## src/rtl/wrbus_pkg.sv

```systemverilog
package wrbus_pkg;

  typedef enum logic [3:0] {
    ST_IDLE, ST_S0, ST_S1, ST_S2, ST_S3, ST_W1, ST_W2, ST_S4, ST_S5
  } wr_state_e;

  localparam logic [1:0] SZ_LONG = 2'b00;
  localparam logic [1:0] SZ_BYTE = 2'b01;
  localparam logic [1:0] SZ_WORD = 2'b10;
  localparam logic [1:0] SZ_TRI  = 2'b11;

  typedef struct packed {
    logic cyc_n;
    logic opnd_n;
    logic as_n;
    logic ds_n;
    logic buf_n;
    logic rw;
    logic oe;
    logic done;
  } strobe_t;

  localparam strobe_t STRB_IDLE = '{cyc_n: 1'b1, opnd_n: 1'b1, as_n: 1'b1,
                                    ds_n: 1'b1, buf_n: 1'b1, rw: 1'b1,
                                    oe: 1'b0, done: 1'b0};

  // Output levels that belong to each bus state
  function automatic strobe_t strobe_decode(wr_state_e s, logic opnd);
    strobe_t o;
    o = STRB_IDLE;
    case (s)
      ST_S0: begin
        o.cyc_n  = 1'b0;
        o.opnd_n = ~opnd;
        o.rw     = 1'b0;
      end
      ST_S1: begin
        o.as_n  = 1'b0;
        o.buf_n = 1'b0;
        o.rw    = 1'b0;
      end
      ST_S2: begin
        o.as_n  = 1'b0;
        o.buf_n = 1'b0;
        o.rw    = 1'b0;
        o.oe    = 1'b1;
      end
      ST_S3, ST_W1, ST_W2, ST_S4: begin
        o.as_n  = 1'b0;
        o.buf_n = 1'b0;
        o.ds_n  = 1'b0;
        o.rw    = 1'b0;
        o.oe    = 1'b1;
      end
      ST_S5: begin
        o.rw   = 1'b0;
        o.oe   = 1'b1;
        o.done = 1'b1;
      end
      default: ;
    endcase
    return o;
  endfunction

endpackage

```

## src/rtl/wrbus_ack_sync.sv

```systemverilog
module wrbus_ack_sync #(
  parameter int   WIDTH   = 2,
  parameter int   STAGES  = 2,
  parameter logic RST_VAL = 1'b1
) (
  input  logic             clk,
  input  logic             rst_n,
  input  logic [WIDTH-1:0] din,
  output logic [WIDTH-1:0] dout
);

  logic [STAGES-1:0][WIDTH-1:0] chain_q;

  always_ff @(posedge clk or negedge rst_n) begin
    if (!rst_n) begin
      chain_q <= {(STAGES*WIDTH){RST_VAL}};
    end else begin
      chain_q[0] <= din;
      for (int i = 1; i < STAGES; i++) begin
        chain_q[i] <= chain_q[i-1];
      end
    end
  end

  assign dout = chain_q[STAGES-1];

  // the output follows the input exactly STAGES edges later (two-stage case)
  a_r6_sync_delay: assert property (@(posedge clk) disable iff (!rst_n)
    (STAGES == 2 && $past(rst_n, 2)) |-> (dout == $past(din, 2)));

endmodule

```

## src/rtl/wrbus_lane_mux.sv

```systemverilog
module wrbus_lane_mux
  import wrbus_pkg::*;
#(
  parameter int DW = 32
) (
  input  logic [1:0]    size,
  input  logic [DW-1:0] din,
  output logic [DW-1:0] dout
);

  localparam int LANES = DW / 8;
  localparam int HALVES = LANES / 2;

  // narrow operands are copied across the lanes
  always_comb begin
    case (size)
      SZ_BYTE: dout = {LANES{din[7:0]}};
      SZ_WORD: dout = {HALVES{din[15:0]}};
      default: dout = din;
    endcase
  end

endmodule

```

## src/rtl/wrbus_wait_timer.sv

```systemverilog
module wrbus_wait_timer #(
  parameter int LIMIT = 8
) (
  input  logic clk,
  input  logic rst_n,
  input  logic clear,
  input  logic inc,
  output logic at_limit
);

  localparam int CW = $clog2(LIMIT + 1);

  logic [CW-1:0] cnt_q;

  assign at_limit = (cnt_q == CW'(LIMIT));

  always_ff @(posedge clk or negedge rst_n) begin
    if (!rst_n) begin
      cnt_q <= '0;
    end else if (clear) begin
      cnt_q <= '0;
    end else if (inc && !at_limit) begin
      cnt_q <= cnt_q + 1'b1;
    end
  end

  // the wait count never runs past the limit
  a_r9_cnt_bounded: assert property (@(posedge clk) disable iff (!rst_n)
    cnt_q <= CW'(LIMIT));

endmodule

```

## src/rtl/wrbus_master.sv

```systemverilog
module wrbus_master
  import wrbus_pkg::*;
#(
  parameter int AW         = 32,
  parameter int DW         = 32,
  parameter int WAIT_LIMIT = 8
) (
  input  logic          clk,
  input  logic          rst_n,
  input  logic          req_valid,
  input  logic [AW-1:0] req_addr,
  input  logic [DW-1:0] req_data,
  input  logic [1:0]    req_size,
  input  logic          req_opnd,
  input  logic          req_nocache,
  input  logic [1:0]    size_ack_n,
  output logic [AW-1:0] bus_addr,
  output logic [1:0]    bus_size,
  output logic          rd_wr,
  output logic          no_cache,
  output logic          cyc_start_n,
  output logic          opnd_start_n,
  output logic          addr_strb_n,
  output logic          data_strb_n,
  output logic          buf_en_n,
  output logic [DW-1:0] bus_dout,
  output logic          bus_doe,
  output logic          done,
  output logic          timeout_err
);

  wr_state_e     state_q, state_d;
  logic          load;
  logic [1:0]    ack_sync_n;
  logic          ack_any;
  logic          ack_hit_q;
  logic          abort_d;
  logic          wt_clear, wt_inc, wt_at_limit;
  logic          opnd_q, opnd_nx;
  logic [DW-1:0] lane_data, data_q;
  logic [AW-1:0] addr_q;
  logic [1:0]    size_q;
  logic          nc_q;
  strobe_t       strb_q, strb_d;
  logic          err_q;

  // ---------------- submodules ----------------
  wrbus_ack_sync #(.WIDTH(2), .STAGES(2), .RST_VAL(1'b1)) u_ack_sync (
    .clk  (clk),
    .rst_n(rst_n),
    .din  (size_ack_n),
    .dout (ack_sync_n)
  );

  wrbus_lane_mux #(.DW(DW)) u_lane_mux (
    .size(req_size),
    .din (req_data),
    .dout(lane_data)
  );

  wrbus_wait_timer #(.LIMIT(WAIT_LIMIT)) u_wait_timer (
    .clk     (clk),
    .rst_n   (rst_n),
    .clear   (wt_clear),
    .inc     (wt_inc),
    .at_limit(wt_at_limit)
  );

  assign ack_any = |(~ack_sync_n);
  assign load    = (state_q == ST_IDLE) && req_valid;
  assign opnd_nx = load ? req_opnd : opnd_q;

  // ---------------- next state ----------------
  always_comb begin
    state_d = state_q;
    abort_d = 1'b0;
    case (state_q)
      ST_IDLE: if (req_valid) state_d = ST_S0;
      ST_S0:   state_d = ST_S1;
      ST_S1:   state_d = ST_S2;
      ST_S2:   state_d = ST_S3;
      ST_S3:   state_d = ack_hit_q ? ST_S4 : ST_W1;
      ST_W1:   state_d = ST_W2;
      ST_W2: begin
        if (ack_hit_q) begin
          state_d = ST_S4;
        end else if (wt_at_limit) begin
          state_d = ST_S5;
          abort_d = 1'b1;
        end else begin
          state_d = ST_W1;
        end
      end
      ST_S4:   state_d = ST_S5;
      ST_S5:   state_d = ST_IDLE;
      default: state_d = ST_IDLE;
    endcase
  end

  assign wt_clear = (state_q == ST_S0);
  assign wt_inc   = (state_d == ST_W1);
  assign strb_d   = strobe_decode(state_d, opnd_nx);

  // ---------------- registers ----------------
  always_ff @(posedge clk or negedge rst_n) begin
    if (!rst_n) begin
      state_q <= ST_IDLE;
      strb_q  <= STRB_IDLE;
      err_q   <= 1'b0;
    end else begin
      state_q <= state_d;
      strb_q  <= strb_d;
      err_q   <= abort_d;
    end
  end

  // Acknowledge is sampled in state 2 and the first half of each wait
  always_ff @(posedge clk or negedge rst_n) begin
    if (!rst_n) begin
      ack_hit_q <= 1'b0;
    end else if (state_q == ST_S0) begin
      ack_hit_q <= 1'b0;
    end else if ((state_q == ST_S2 || state_q == ST_W1) && ack_any) begin
      ack_hit_q <= 1'b1;
    end
  end

  always_ff @(posedge clk or negedge rst_n) begin
    if (!rst_n) begin
      addr_q <= '0;
      size_q <= '0;
      nc_q   <= 1'b0;
      opnd_q <= 1'b0;
      data_q <= '0;
    end else if (load) begin
      addr_q <= req_addr;
      size_q <= req_size;
      nc_q   <= req_nocache;
      opnd_q <= req_opnd;
      data_q <= lane_data;
    end
  end

  // ---------------- outputs ----------------
  assign bus_addr     = addr_q;
  assign bus_size     = size_q;
  assign no_cache     = nc_q;
  assign rd_wr        = strb_q.rw;
  assign cyc_start_n  = strb_q.cyc_n;
  assign opnd_start_n = strb_q.opnd_n;
  assign addr_strb_n  = strb_q.as_n;
  assign data_strb_n  = strb_q.ds_n;
  assign buf_en_n     = strb_q.buf_n;
  assign bus_doe      = strb_q.oe;
  assign bus_dout     = data_q;
  assign done         = strb_q.done;
  assign timeout_err  = err_q;

  // ---------------- assertions ----------------
  // cycle-start strobe lasts a single state
  a_r2_start_single: assert property (@(posedge clk) disable iff (!rst_n)
    $fell(cyc_start_n) |=> cyc_start_n);

  // address is steady while the address strobe is asserted
  a_r3_addr_stable: assert property (@(posedge clk) disable iff (!rst_n)
    (!addr_strb_n && !$past(addr_strb_n)) |-> $stable(bus_addr));

  // data strobe only while data is driven under an asserted address strobe
  a_r5_ds_with_data: assert property (@(posedge clk) disable iff (!rst_n)
    !data_strb_n |-> (bus_doe && !addr_strb_n));

  // strobes stay asserted through wait states
  a_r7_wait_holds: assert property (@(posedge clk) disable iff (!rst_n)
    (state_q == ST_W1 || state_q == ST_W2) |-> (!data_strb_n && !addr_strb_n));

  // done is a one-state pulse with strobes negated
  a_r8_done_pulse: assert property (@(posedge clk) disable iff (!rst_n)
    done |=> !done);
  a_r8_done_negated: assert property (@(posedge clk) disable iff (!rst_n)
    done |-> (addr_strb_n && data_strb_n && buf_en_n && bus_doe));

  // a timeout is always reported with done
  a_r9_err_with_done: assert property (@(posedge clk) disable iff (!rst_n)
    timeout_err |-> done);

endmodule

```

## config.mk

```make
export PLATFORM = sky130hd
export DESIGN_NAME = wrbus_master
export DESIGN_NICKNAME = d
export VERILOG_FILES = /design/src/rtl/wrbus_pkg.sv /design/src/rtl/wrbus_ack_sync.sv /design/src/rtl/wrbus_lane_mux.sv /design/src/rtl/wrbus_wait_timer.sv /design/src/rtl/wrbus_master.sv
export SDC_FILE = /design/constraint.sdc
export NUM_CORES = 1
export LEC_CHECK = 0
export ABC_CLOCK_PERIOD_IN_PS = 3000
export CAP_MARGIN = 20
export CORE_MARGIN = 2
export CORE_UTILIZATION = 30
export DETAILED_ROUTE_END_ITERATION = 10
export PLACE_DENSITY = 0.6
export SLEW_MARGIN = 20
export SYNTH_ARGS = -nofsm -noshare
export SYNTH_HDL_FRONTEND = slang
export SYNTH_SLANG_ARGS = --single-unit
export TNS_END_PERCENT = 30
```

## constraint.sdc

```tcl
create_clock -name clk -period 3 [get_ports clk]
set_clock_uncertainty 0.1 [all_clocks]
set_input_delay 0.45 -clock clk [delete_from_list [all_inputs] [get_ports clk]]
set_output_delay 0.45 -clock clk [all_outputs]
set_load 0.02 [all_outputs]
```

==> results of run 1 <==
[final cells by class]
class,instances,area share
clock buffers,11,0.04418
well taps,168,0.03675
repair buffers,154,0.2692
inverters,6,0.003937
multi-input cells,173,0.2410
flip-flops and latches,88,0.3869
clock inverters,5,0.01794
[cell families after synthesis]
kind of cell	synth area share
AO/OA/AOI/OAI	0.1302
buffers and inverters	0.03917
multiplexers	0.1681
AND/OR/NAND/NOR	0.05691
adder cells (fa/ha/maj)	0.01339
flip-flops	0.5922
[metrics by stage]
step | power [mW] | area, µm² | util | hold slack, ps
floorplan | 3.627 | 3737 | - | 54.41
global placement | 4.948 | 5361 | 0.4445 | 248.2
detailed placement | 5.005 | 5361 | 0.4445 | 247.6
CTS | 6.359 | 5717 | 0.4740 | 228.9
global route | 6.630 | 5720 | 0.4743 | 95.59
finish | 6.273 | 5720 | 0.4743 | 36.56
[sequential cells by signal, summed over array words and instances, names as in the netlist]
signal,count
u_wait_timer.cnt_q,4
timeout_err,1
bus_dout,32
bus_doe,1
done,1
buf_en_n,1
cyc_start_n,1
state_q,4
u_ack_sync.chain_q,2
bus_size,2
u_ack_sync.dout,2
data_strb_n,1
no_cache,1
ack_hit_q,1
opnd_start_n,1
rd_wr,1
bus_addr,32
[synthesized netlist by cell type]
cell / number / share of area
o21bai_1: 1 / 0.0020
nor4_4: 1 / 0.0057
a311o_1: 1 / 0.0027
o41ai_1: 1 / 0.0023
nor2b_1: 2 / 0.0033
a211oi_1: 2 / 0.0040
a41o_1: 1 / 0.0027
buf_4: 6 / 0.012
ha_1: 4 / 0.013
nor2_1: 4 / 0.0040
nor4_1: 1 / 0.0017
nand3b_1: 1 / 0.0020
nor4b_1: 1 / 0.0023
inv_1: 5 / 0.0050
o211ai_1: 1 / 0.0020
or4b_2: 1 / 0.0027
buf_2: 3 / 0.0040
mux2_4: 9 / 0.036
clkbuf_1: 11 / 0.011
or2_2: 1 / 0.0017
inv_2: 1 / 0.0010
mux2_2: 42 / 0.13
o21ai_0: 9 / 0.012
a21oi_1: 33 / 0.044
and2_1: 2 / 0.0033
o21ba_2: 2 / 0.0054
a31o_2: 1 / 0.0023
mux2i_1: 2 / 0.0054
dfstp_2: 9 / 0.063
a22oi_1: 24 / 0.048
nand4_1: 1 / 0.0017
buf_1: 3 / 0.0030
nor3b_1: 1 / 0.0020
a311oi_1: 1 / 0.0023
nor3_1: 6 / 0.0080
buf_6: 1 / 0.0030
dfrtp_1: 79 / 0.53
nand2_1: 15 / 0.015
and3_1: 2 / 0.0033
[worst paths after layout]
kind,start,endpoint,slack [ps],cells past startpoint
max reg2reg,state_q[0],bus_addr[12],690,5
max,state_q[0],bus_addr[12],690,5
min reg2reg,u_ack_sync.chain_q[0],u_ack_sync.dout[0],260,0
min in group clk,u_ack_sync.chain_q[0],u_ack_sync.dout[0],260,0
min,rst_n,bus_dout[5],40,1
max in group asynchronous,rst_n,bus_dout[2],2150,2
[power by group through the flow]
stage	clock network [mW]	logic [mW]	registers [mW]
CTS	1.36	2.87	2.13
global route	1.40	3.03	2.20
detailed placement	0	2.86	2.14
finish	1.32	2.84	2.12
global placement	0	2.83	2.12
floorplan	0	0.972	2.66
[per-layer routing]
metal  track usage  up-vias  share of wire
met1        0.2004     1404           0.41
li1              -     1339              -
met5             0        -              0
met4       0.04365        0          0.013
met2        0.2577      103           0.49
met3       0.07741       11          0.092
==> results by stage, run 1 <==
Clocking:
- Clock tree synthesis inserted a total of 9 buffers.
- The clock latency at the later pin of the worst-skew pair is 340 ps.
- The clock tree buffer depth is 2.
- The H-tree was split into 3 levels.
- The number of hold buffers added after CTS was 0.
- The cell at the root of the clock tree is clkbuf_16.
- The post-CTS setup buffer count is 0.
- The clock tree from TritonCTS is built.
- Clock-pin slew was measured on the worst setup and hold paths at 60 ps.
- The tree built by TritonCTS fans out to 88 sinks.
- Once the clock tree was built, the resizer swapped 0 gates to a different size.

Critical path:
- The worst setup path is of the reg -> reg kind.
- The worst endpoint required time is around 3100 ps.
- The critical path contains buffers and inverters numbering 2 combined.
- The worst-path cell with the longest stage delay is dfrtp_1.
- The sort of element at the end of the critical path is a register.
- Data on the critical path arrives at its endpoint at 2440 ps.
- On the worst path, the slowest cell contributes a delay of 540 ps.
- The critical path goes through nor4_4, buf_4, and2_2, buf_12, mux2_2.
- STA classifies the critical path startpoint as a register.
- Grouping stages by cell kind, the critical path spends the most delay in simple AND/OR/NAND/NOR gates.
- The largest fanout on the critical path is 57.

Flow run:
- The max-cap check violation count is 0.

Floorplanning:
- In this run the horizontal extent of the chip is 115.6 µm.
- The vertical die dimension is 115.6 µm.
- The core region area is 12060 µm².
- The number of I/O pins is 149.
- The floorplan has 40 rows.
- The initial utilization of the core area, before any placement, comes to 0.3099.
- The die outline area is 13370 µm².

Pwr:
- The maximum resistive drop on vdd is 0.0005689 V.
- For this design the static power due to leakage is 2.359 nW.
- The power per unit of standard cell area is 1097 nW/µm².
- The power share of the clock group is 0.210.
- Cell internal power was estimated by the tool at 4.099 mW.
- Of the total power, the share spent switching nets is 0.3466.
- The switching power of the nets is 2.174 mW.
- Of the total power, combinational logic draws 0.452.
- Of the total power, registers draw 0.337.

Timing:
- Setup repair after global routing left no endpoint under its margin.
- The count of endpoints failing setup in the final report is 0.
- The total negative slack for setup checks is 0 ps.
- Across all setup checks in the final design, the least slack found is 689.3 ps.
- For the pin with the worst max-slew slack, the measured transition is between 700 and 800 ps.
- The final max-slew violation count is 0.
- The final count of hold timing violations is 0.
- The maximum achievable frequency is approximately 430 MHz.
- The headroom to the max-slew limit is 0.5019.
- The routed design could run at a clock period as short as 2311 ps.
- The share of the clock period used by the worst path is 0.7702.

Synthesis:
- The synthesized area is approximately 3700 µm².
- The sequential area share after synthesis is 0.5922.
- After synthesis the netlist holds a flip-flop and latch count of just under 90.
- The count of mapped cells out of synthesis is 291.
- After synthesis, the netlist uses 39 different library cells.
- The count of synthesis-stage warnings from yosys is 0.
- The average instance in the mapped netlist occupies approximately 13 µm².
- Synthesis produced a netlist with a net count of 368.

Placement:
- Buffers placed on the I/O ports in this run total 148.
- The congestion estimate from routability-driven global placement came to 0.8527.
- The number of cells after detailed placement is 589.
- The worst slack after detailed placement is approximately 400 ps.
- The detailed placer's ending HPWL is 7.574 mm.

Route:
- The via count is ~2900.
- The number of antenna-violating nets in the routed design is 0.
- Wires add up to between 10 and 15 mm.
- The mean routed wirelength per cell is approximately 17 µm.
- For this run, design rule violations remaining after detail routing come to 0.
- Before antenna repair, the detailed router went through 4 iterations.
- The detailed router's first-iteration violation count is 124.
- Using the TritonRoute via totals, the vias-per-cell ratio works out to about 4.7.

Final layout:
- The total number of nets in the final design is 509.
- Of the cells placed in the final design, the portion with a size suffix greater than 1 is 0.2082.
- After the flow finishes, the layout carries non-filler instances totaling 605.
- The multi-input combinational cells in the finished layout cover a total of 1379 µm².
- Leaving out fill and tap cells, the most frequent cell in the layout is clkdlybuf4s50_1.
- The filler cell count in the final layout is roughly 1100.
- The area growth from synthesis to final layout is 53.06%.
- The library cells used most frequently in the layout, excluding fill and tap cells, are 147 x clkdlybuf4s50_1, 79 x dfrtp_1, 42 x mux2_2, 33 x a21oi_1, 24 x a22oi_1.
- Summing all flip-flop and latch instances after layout gives 2213 µm².
- The number of antenna diodes in the final layout is 0.

GRT:
- The via count of the first global-routing pass was 3014.
- The global-route congestion overflow total is 0.
- For this run, the total global-route usage over all layers was measured as 0.1626.
- The global-route wire length before repair is 16.25 mm.
- The number of antenna violations at the first check in global routing is 0.
- The pin count of the biggest net entering global routing is between 80 and 90.

Outcome:
- The flow ran to the end, and the final reports show no timing, DRC or antenna violations.

Hold path:
- The worst min-delay path category is in -> async.
Power figures use the tool's default switching activity.
==> run 2, diff against run 1 <==
- ABC_CLOCK_PERIOD_IN_PS: 3000 -> 2400
- clock period: 3 -> 2.4 ns (I/O delays scaled with it)
==> run 2 against run 1 <==
Compared with the run above: worst setup slack got worse by 300 ps; critical path depth fell by 1; worst hold slack improved by 220 ps; critical path type unchanged; critical endpoint unchanged; final area barely moved; maximum frequency rose by 15%; final cell count rose by 1.3%; register-to-register slack got worse by 300 ps; flip-flop and latch count did not move.
==> results by stage, run 2 (synthesized netlist as in run 1, its figures left out) <==
Clocking:
- The clock latency at the later pin of the worst-skew pair is 330 ps (about the same).
- The total number of clock tree sinks is 88 (unchanged).
- The clock-pin slew on the worst setup and hold paths is 60 ps (about the same).
- The clock tree buffer depth was 2 (unchanged).
- The clock buffer count from CTS came to 9 (unchanged).
- The number of instances resized during post-cts repair is 0 (unchanged).
- The clock tree from TritonCTS is built.
- The cell at the root of the clock tree is clkbuf_16.
- The CTS H-tree depth is 3 (unchanged).

Timing:
- The minimum period implied by the final worst setup slack came to 2015 ps (-295.5 ps).
- The share of the clock period used by the worst path was 0.8397 (+0.06942).
- The headroom to the max-slew limit was 0.6551 (+0.1532).
- The count of endpoints failing setup in the final report is 0 (unchanged).
- The total negative slack for setup checks is 0 ps (unchanged).
- The actual slew at the worst max-slew pin is 516.3 ps (-220.5 ps).
- The final max-slew violation count is 0 (unchanged).
- The maximum achievable frequency is 496.2 MHz (+15%).
- The final count of hold timing violations is 0 (unchanged).
- The worst setup slack after layout was 384.8 ps (-304.5 ps).
- Setup repair after global routing left no endpoint under its margin.

Floorplanning:
- The die outline area is 13370 µm² (unchanged).
- The initial core utilization is 0.3099 (unchanged).
- The number of standard-cell rows in the floorplan was 40 (unchanged).
- The number of I/O pins is 149 (unchanged).
- The vertical die dimension was 115.6 µm (unchanged).
- The horizontal extent of the die is 115.6 µm (unchanged).
- The core region area is 12060 µm² (unchanged).

Hold path:
- The worst hold path passes through 0 cells.
- The launch instance of the worst min-delay path is u_ack_sync.chain_q[0].
- The end point of the most critical hold path is u_ack_sync.dout[0].
- The worst min-delay path category is reg -> reg.

Route:
- The detailed-routing iteration count for the pre-antenna-repair pass was 4 (unchanged).
- The mean routed wirelength per cell is 16.97 µm (-1.3%).
- The via count is 2921 (+2.2%).
- The detailed router's first-iteration violation count came to 84 (-32%).
- The routed via count divided by cell count came to 4.765 (+0.91%).
- The total wirelength of the detailed-routed design was 10.40 mm (about the same).
- The total DRC errors in the routed layout is 0 (unchanged).
- The number of antenna-violating nets in the routed design is 0 (unchanged).

Critical path:
- The worst endpoint required time was 2520 ps (-610 ps).
- The worst-path cell with the longest stage delay is dfrtp_1.
- STA classifies the critical path startpoint as a register.
- The largest fanout on the critical path is 43 (-25%).
- The kind of cell adding the most delay to the critical path is simple AND/OR/NAND/NOR gates.
- The destination of the worst register-to-register timing path is bus_addr[12].
- The peak per-stage delay on the critical path is 500 ps (-40 ps).
- The setup slack of the worst register-to-register path came to 380 ps (-300 ps).
- The kind of critical path is reg -> reg.
- The count of buffering cells on the critical path with inverters included is 1 (-1).
- The sort of element at the end of the critical path is a register.
- The depth of the most critical reg-to-reg path is 4 (-1).
- Walking the worst path, the cells encountered are nor4_4, and2_2, buf_12, mux2_2.
- The data arrival time of the critical path is 2130 ps (-310 ps).
- The source of the worst register-to-register timing path is state_q[2].

GRT:
- The global-route congestion overflow total is 0 (unchanged).
- The number of antenna violations at the first check in global routing is 0 (unchanged).
- The via count of the first global-routing pass came to 3170 (+5.2%).
- The global-route wire length before repair is 16.71 mm (+2.8%).
- The total global routing track utilization is 0.1651 (+0.002501).
- The pin count of the biggest net entering global routing came to 44 (-46%).

Final layout:
- The area of all sequential standard cells is 2213 µm² (unchanged).
- The number of diodes added for antenna fixing was 0 (unchanged).
- The total number of nets in the final design is 517 (+1.6%).
- The area growth from synthesis to final layout is 53.16% (about the same).
- The top cell types in the final layout, fill and taps aside, are 147 x clkdlybuf4s50_1, 79 x dfrtp_1, 42 x mux2_2, 33 x a21oi_1, 24 x a22oi_1.
- The filler cell count in the final layout is 1125 (-1.9%).
- The share of layout cells above drive strength 1 is 0.2090 (+0.0007508).
- The area occupied by multi-input gates is 1379 µm² (unchanged).
- The most common cell after layout, fill and taps aside is clkdlybuf4s50_1.

Flow run:
- The max-cap check violation count is 0 (unchanged).

Placement:
- The detailed placer's ending HPWL is 7.876 mm (+4.0%).
- The final weighted congestion in routability-driven placement is 0.8175 (-4.1%).
- The worst slack after detailed placement is 105.6 ps (-298.5 ps).
- The quantity of I/O buffers inserted on ports is 148 (unchanged).

Pwr:
- The maximum resistive drop on vdd came to 0.0005490 V (-3.5%).
- The reported leakage power is 2.368 nW (+0.37%).
- The power per unit of standard cell area is 1330 nW/µm² (+21%).

Outcome:
- The flow ran to the end, and the final reports show no timing, DRC or antenna violations.
==> run 2: changes by cell type in the layout (fill, tap and decap cells not counted) <==
cell           previous run  this run
buf_4                     5        12
clkbuf_1                  0         5
bufinv_16                 3         1
buf_12                    1         2
buf_6                     1         0
clkbuf_8                  2         1
clkinv_2                  1         0
clkinvlp_4                1         0
dlygate4sd3_1             0         1
==> run 2: layer usage <==
layer | GRT usage | wire, µm | vias up | share of wire
met1 | 0.2063 | 4411 | 1447 | 0.42
met4 | 0.07302 | 256 | 0 | 0.025
met2 | 0.2635 | 4973 | 104 | 0.48
met5 | 0 | 0 | - | 0
li1 | - | - | 1352 | -
met3 | 0.05282 | 761 | 18 | 0.073
==> run 2: worst max path at each step <==
stage / from / end / slack, ps / cells past startpoint
global placement: req_size[0] / bus_dout[14] / 170 / 6
detailed placement: req_size[0] / bus_dout[10] / 110 / 6
global route: state_q[2] / bus_addr[12] / 260 / 4
floorplan: state_q[0] / bus_addr[15] / 570 / 5
CTS: state_q[2] / bus_dout[24] / 380 / 4
finish: state_q[2] / bus_addr[12] / 380 / 4
==> run 2: timing repair <==
action,in CTS,in global routing
buffers inserted,0,0
hold buffers,1,0
endpoints found under the setup margin,0,0
endpoints found under the hold margin,15,0
==> run 2: layout make-up <==
class | instances | share of cell area
Clock buffer | 15 | 0.04503
Clock inverter | 1 | 0.005246
Inverter | 6 | 0.003934
Multi-Input combinational cell | 173 | 0.2409
Sequential cell | 88 | 0.3867
Tap cell | 168 | 0.03672
Timing Repair Buffer | 162 | 0.2815
==> run 2: power breakdown <==
group / total [mW] / switching (mW) / internal [mW]
Sequential: 2.60 / 0.413 / 2.19
Clock: 1.38 / 0.542 / 0.838
Combinational: 3.63 / 1.73 / 1.91
Total: 7.61 / 2.68 / 4.93
==> run 2: per-stage QoR <==
step | hold WS (ps) | instance area [µm²] | instances | utilization | total power [mW]
after floorplan | -35.59 | 3737 | 291 | - | 4.534
after global placement | 172.9 | 5426 | 596 | 0.4499 | 6.244
after detailed placement | 180.2 | 5426 | 596 | 0.4499 | 6.299
after CTS | 255.1 | 5724 | 613 | 0.4746 | 7.722
after global routing | 262.3 | 5724 | 613 | 0.4746 | 8.071
final | 254.5 | 5724 | 613 | 0.4746 | 7.614
==> run 3, diff against run 2 <==
- ABC_CLOCK_PERIOD_IN_PS: 2400 -> 2100
- clock period: 2.4 -> 2.1 ns (I/O delays scaled with it)
==> run 3 against run 2 <==
Compared with the run above: flip-flop and latch count unchanged; clock power grew 10%; critical path type is now in -> reg; sequential share of layout area down 0.084 points; die area unchanged; register-to-register slack got worse by 140 ps; worst hold slack better by 3.2 ps.
==> results by stage, run 3 (synthesized netlist as in run 1, its figures left out) <==
Route:
- The total wirelength of the detailed-routed design is 10.48 mm (+0.76%).
- The detailed router's first-iteration violation count is 171 (+100%).
- The routed via count divided by cell count is 4.780 (+0.32%).
- The detailed-routing iteration count for the pre-antenna-repair pass was 4 (unchanged).
- The mean routed wirelength per cell is 17.04 µm (+0.43%).
- The number of antenna-violating nets in the routed design is 0 (unchanged).
- The total DRC errors in the routed layout is 0 (unchanged).
- The via count was 2940 (+0.65%).

Final layout:
- The count of non-filler cells in the finished layout is 615 (+0.33%).
- The top cell types in the final layout, fill and taps aside, are 147 x clkdlybuf4s50_1, 79 x dfrtp_1, 42 x mux2_2, 33 x a21oi_1, 24 x a22oi_1.
- The share of layout cells above drive strength 1 is 0.2215 (+0.01249).
- The area growth from synthesis to final layout is 53.50%.
- The final instance area is 5737 µm² (+0.22%).
- The total number of nets in the final design is 519 (+0.39%).
- The post-layout utilization of the core is 0.4756 (+0.001037).
- The most common cell after layout, fill and taps aside is clkdlybuf4s50_1.
- The number of diodes added for antenna fixing is 0 (unchanged).
- The filler cell count in the final layout is 1109 (-1.4%).

Clocking:
- The post-CTS setup buffer count is 0 (unchanged).
- The clock latency at the later pin of the worst-skew pair is 340 ps (about the same).
- CTS placed an instance of clkbuf_16 at the clock tree root.
- The clock tree buffer depth came to 2 (unchanged).
- The clock buffer count from CTS is 9 (unchanged).
- The clock tree from TritonCTS is built.
- The number of instances resized during post-cts repair is 0 (unchanged).
- The total number of clock tree sinks is 88 (unchanged).
- The CTS H-tree depth is 3 (unchanged).
- The clock-pin slew on the worst setup and hold paths was 60 ps (about the same).
- The quantity of hold-fixing buffers added after cts was 1 (unchanged).

Floorplanning:
- The core region area came to 12060 µm² (unchanged).
- The die outline area is 13370 µm² (unchanged).
- The initial core utilization is 0.3099 (unchanged).
- The number of standard-cell rows in the floorplan is 40 (unchanged).
- The number of I/O pins is 149 (unchanged).
- The vertical die dimension was 115.6 µm (unchanged).
- The horizontal extent of the die came to 115.6 µm (unchanged).

GRT:
- The pin count of the biggest net entering global routing is 59 (+34%).
- The total global routing track utilization came to 0.1615 (-0.003673).
- The number of antenna violations at the first check in global routing came to 0 (unchanged).
- The global-route wire length before repair is 16.19 mm (-3.1%).
- The global-route congestion overflow total was 0 (unchanged).
- The via count of the first global-routing pass came to 3029 (-4.4%).

Critical path:
- The largest fanout on the critical path was 8 (-81%).
- The worst endpoint required time came to 2260 ps (-260 ps).
- The worst setup path is captured at a register.
- Walking the worst path, the cells encountered are clkdlybuf4s50_1, inv_1, ha_1, nor2b_1, a22oi_1, a21oi_1.
- The peak per-stage delay on the critical path is 520 ps (+20 ps).
- The kind of critical path is in -> reg.
- The worst setup path is launched from a primary input.
- On the critical path, the stage with the largest delay is an instance of clkdlybuf4s50_1.
- The data arrival time of the critical path is 2120 ps (about the same).

Timing:
- The worst setup slack after layout is 139.9 ps (-244.9 ps).
- The headroom to the max-slew limit is 0.6199 (-0.03527).
- The final max-slew violation count is 0 (unchanged).
- The actual slew at the worst max-slew pin is 569.0 ps (+52.80 ps).
- The worst hold slack is 257.7 ps (+3.235 ps).
- Timing would allow up to between 500 and 600 MHz.
- The total negative slack for setup checks is 0 ps (unchanged).
- The clock period could shrink to 1960 ps.
- Setup repair after global routing left no endpoint under its margin.
- The share of the clock period used by the worst path is 0.9334.
- The count of endpoints failing setup in the final report is 0 (unchanged).
- The final count of hold timing violations is 0 (unchanged).

Placement:
- The quantity of I/O buffers inserted on ports is 148 (unchanged).
- The final weighted congestion in routability-driven placement is 0.8813 (+7.8%).
- The number of cells after detailed placement is 598 (+0.34%).
- The total cell area at the placement stage is 5441 µm² (+0.28%).
- The worst slack after detailed placement was -166.1 ps (-271.7 ps).
- The detailed placer's ending HPWL is 7.714 mm (-2.1%).

Outcome:
- The run finished with clean final reports.

Pwr:
- The maximum resistive drop on vdd is 0.0007836 V (+43%).
- The power per unit of standard cell area came to 1510 nW/µm² (+14%).
- The reported leakage power is 2.385 nW (+0.73%).
- The final total power is 8.664 mW (+14%).

Hold path:
- The min-delay analysis places its worst path in the category reg -> reg.

Flow run:
- The max-cap check violation count is 0 (unchanged).
-- run 3: changes by cell type in the layout (fill, tap and decap cells not counted), sizes merged --
cell    change
clkinv      +3
buf         +2
clkbuf      -2
bufinv      -1
-- run 3: where the power goes --
group	internal [mW]	switching [mW]	leakage [nW]
logic	2.18	1.98	1.20
clock network	0.893	0.630	0.145
registers	2.50	0.487	1.04
-- run 3: path summary, 6_finish.rpt --
path / to / slack, ps / depth (start not counted) / startpoint
min: u_ack_sync.dout[0] / 260 / 0 / u_ack_sync.chain_q[0]
max reg2reg: bus_addr[29] / 240 / 4 / state_q[3]
max in group asynchronous: u_ack_sync.dout[0] / 880 / 3 / rst_n
min reg2reg: u_ack_sync.dout[0] / 260 / 0 / u_ack_sync.chain_q[0]
max: bus_dout[13] / 140 / 6 / req_size[0]
min in group asynchronous: bus_dout[7] / 350 / 2 / rst_n
-- run 3: cell type report --
cell class / count / area (µm²) / area share
inverters: 6 / 22.52 / 0.003926
clock buffers: 13 / 270.3 / 0.04711
flip-flops and latches: 88 / 2213 / 0.3858
repair buffers: 164 / 1627 / 0.2835
well taps: 168 / 210.2 / 0.03664
clock inverters: 3 / 15.01 / 0.002617
multi-input cells: 173 / 1379 / 0.2403
-- run 3: routing by layer --
metal | share of wire | global-route usage | up-vias
li1 | - | - | 1353
met1 | 0.39 | 0.1899 | 1462
met2 | 0.50 | 0.2690 | 119
met3 | 0.11 | 0.07845 | 6
met4 | 0.0068 | 0.03571 | 0
met5 | 0 | 0 | -
-- run 3: critical path: cells and delay by family --
kind,cells,cell delay (ps)
adder cells (fa/ha/maj),1,370
AO/OA/AOI/OAI,2,360
AND/OR/NAND/NOR,1,490
buffers and inverters,2,580
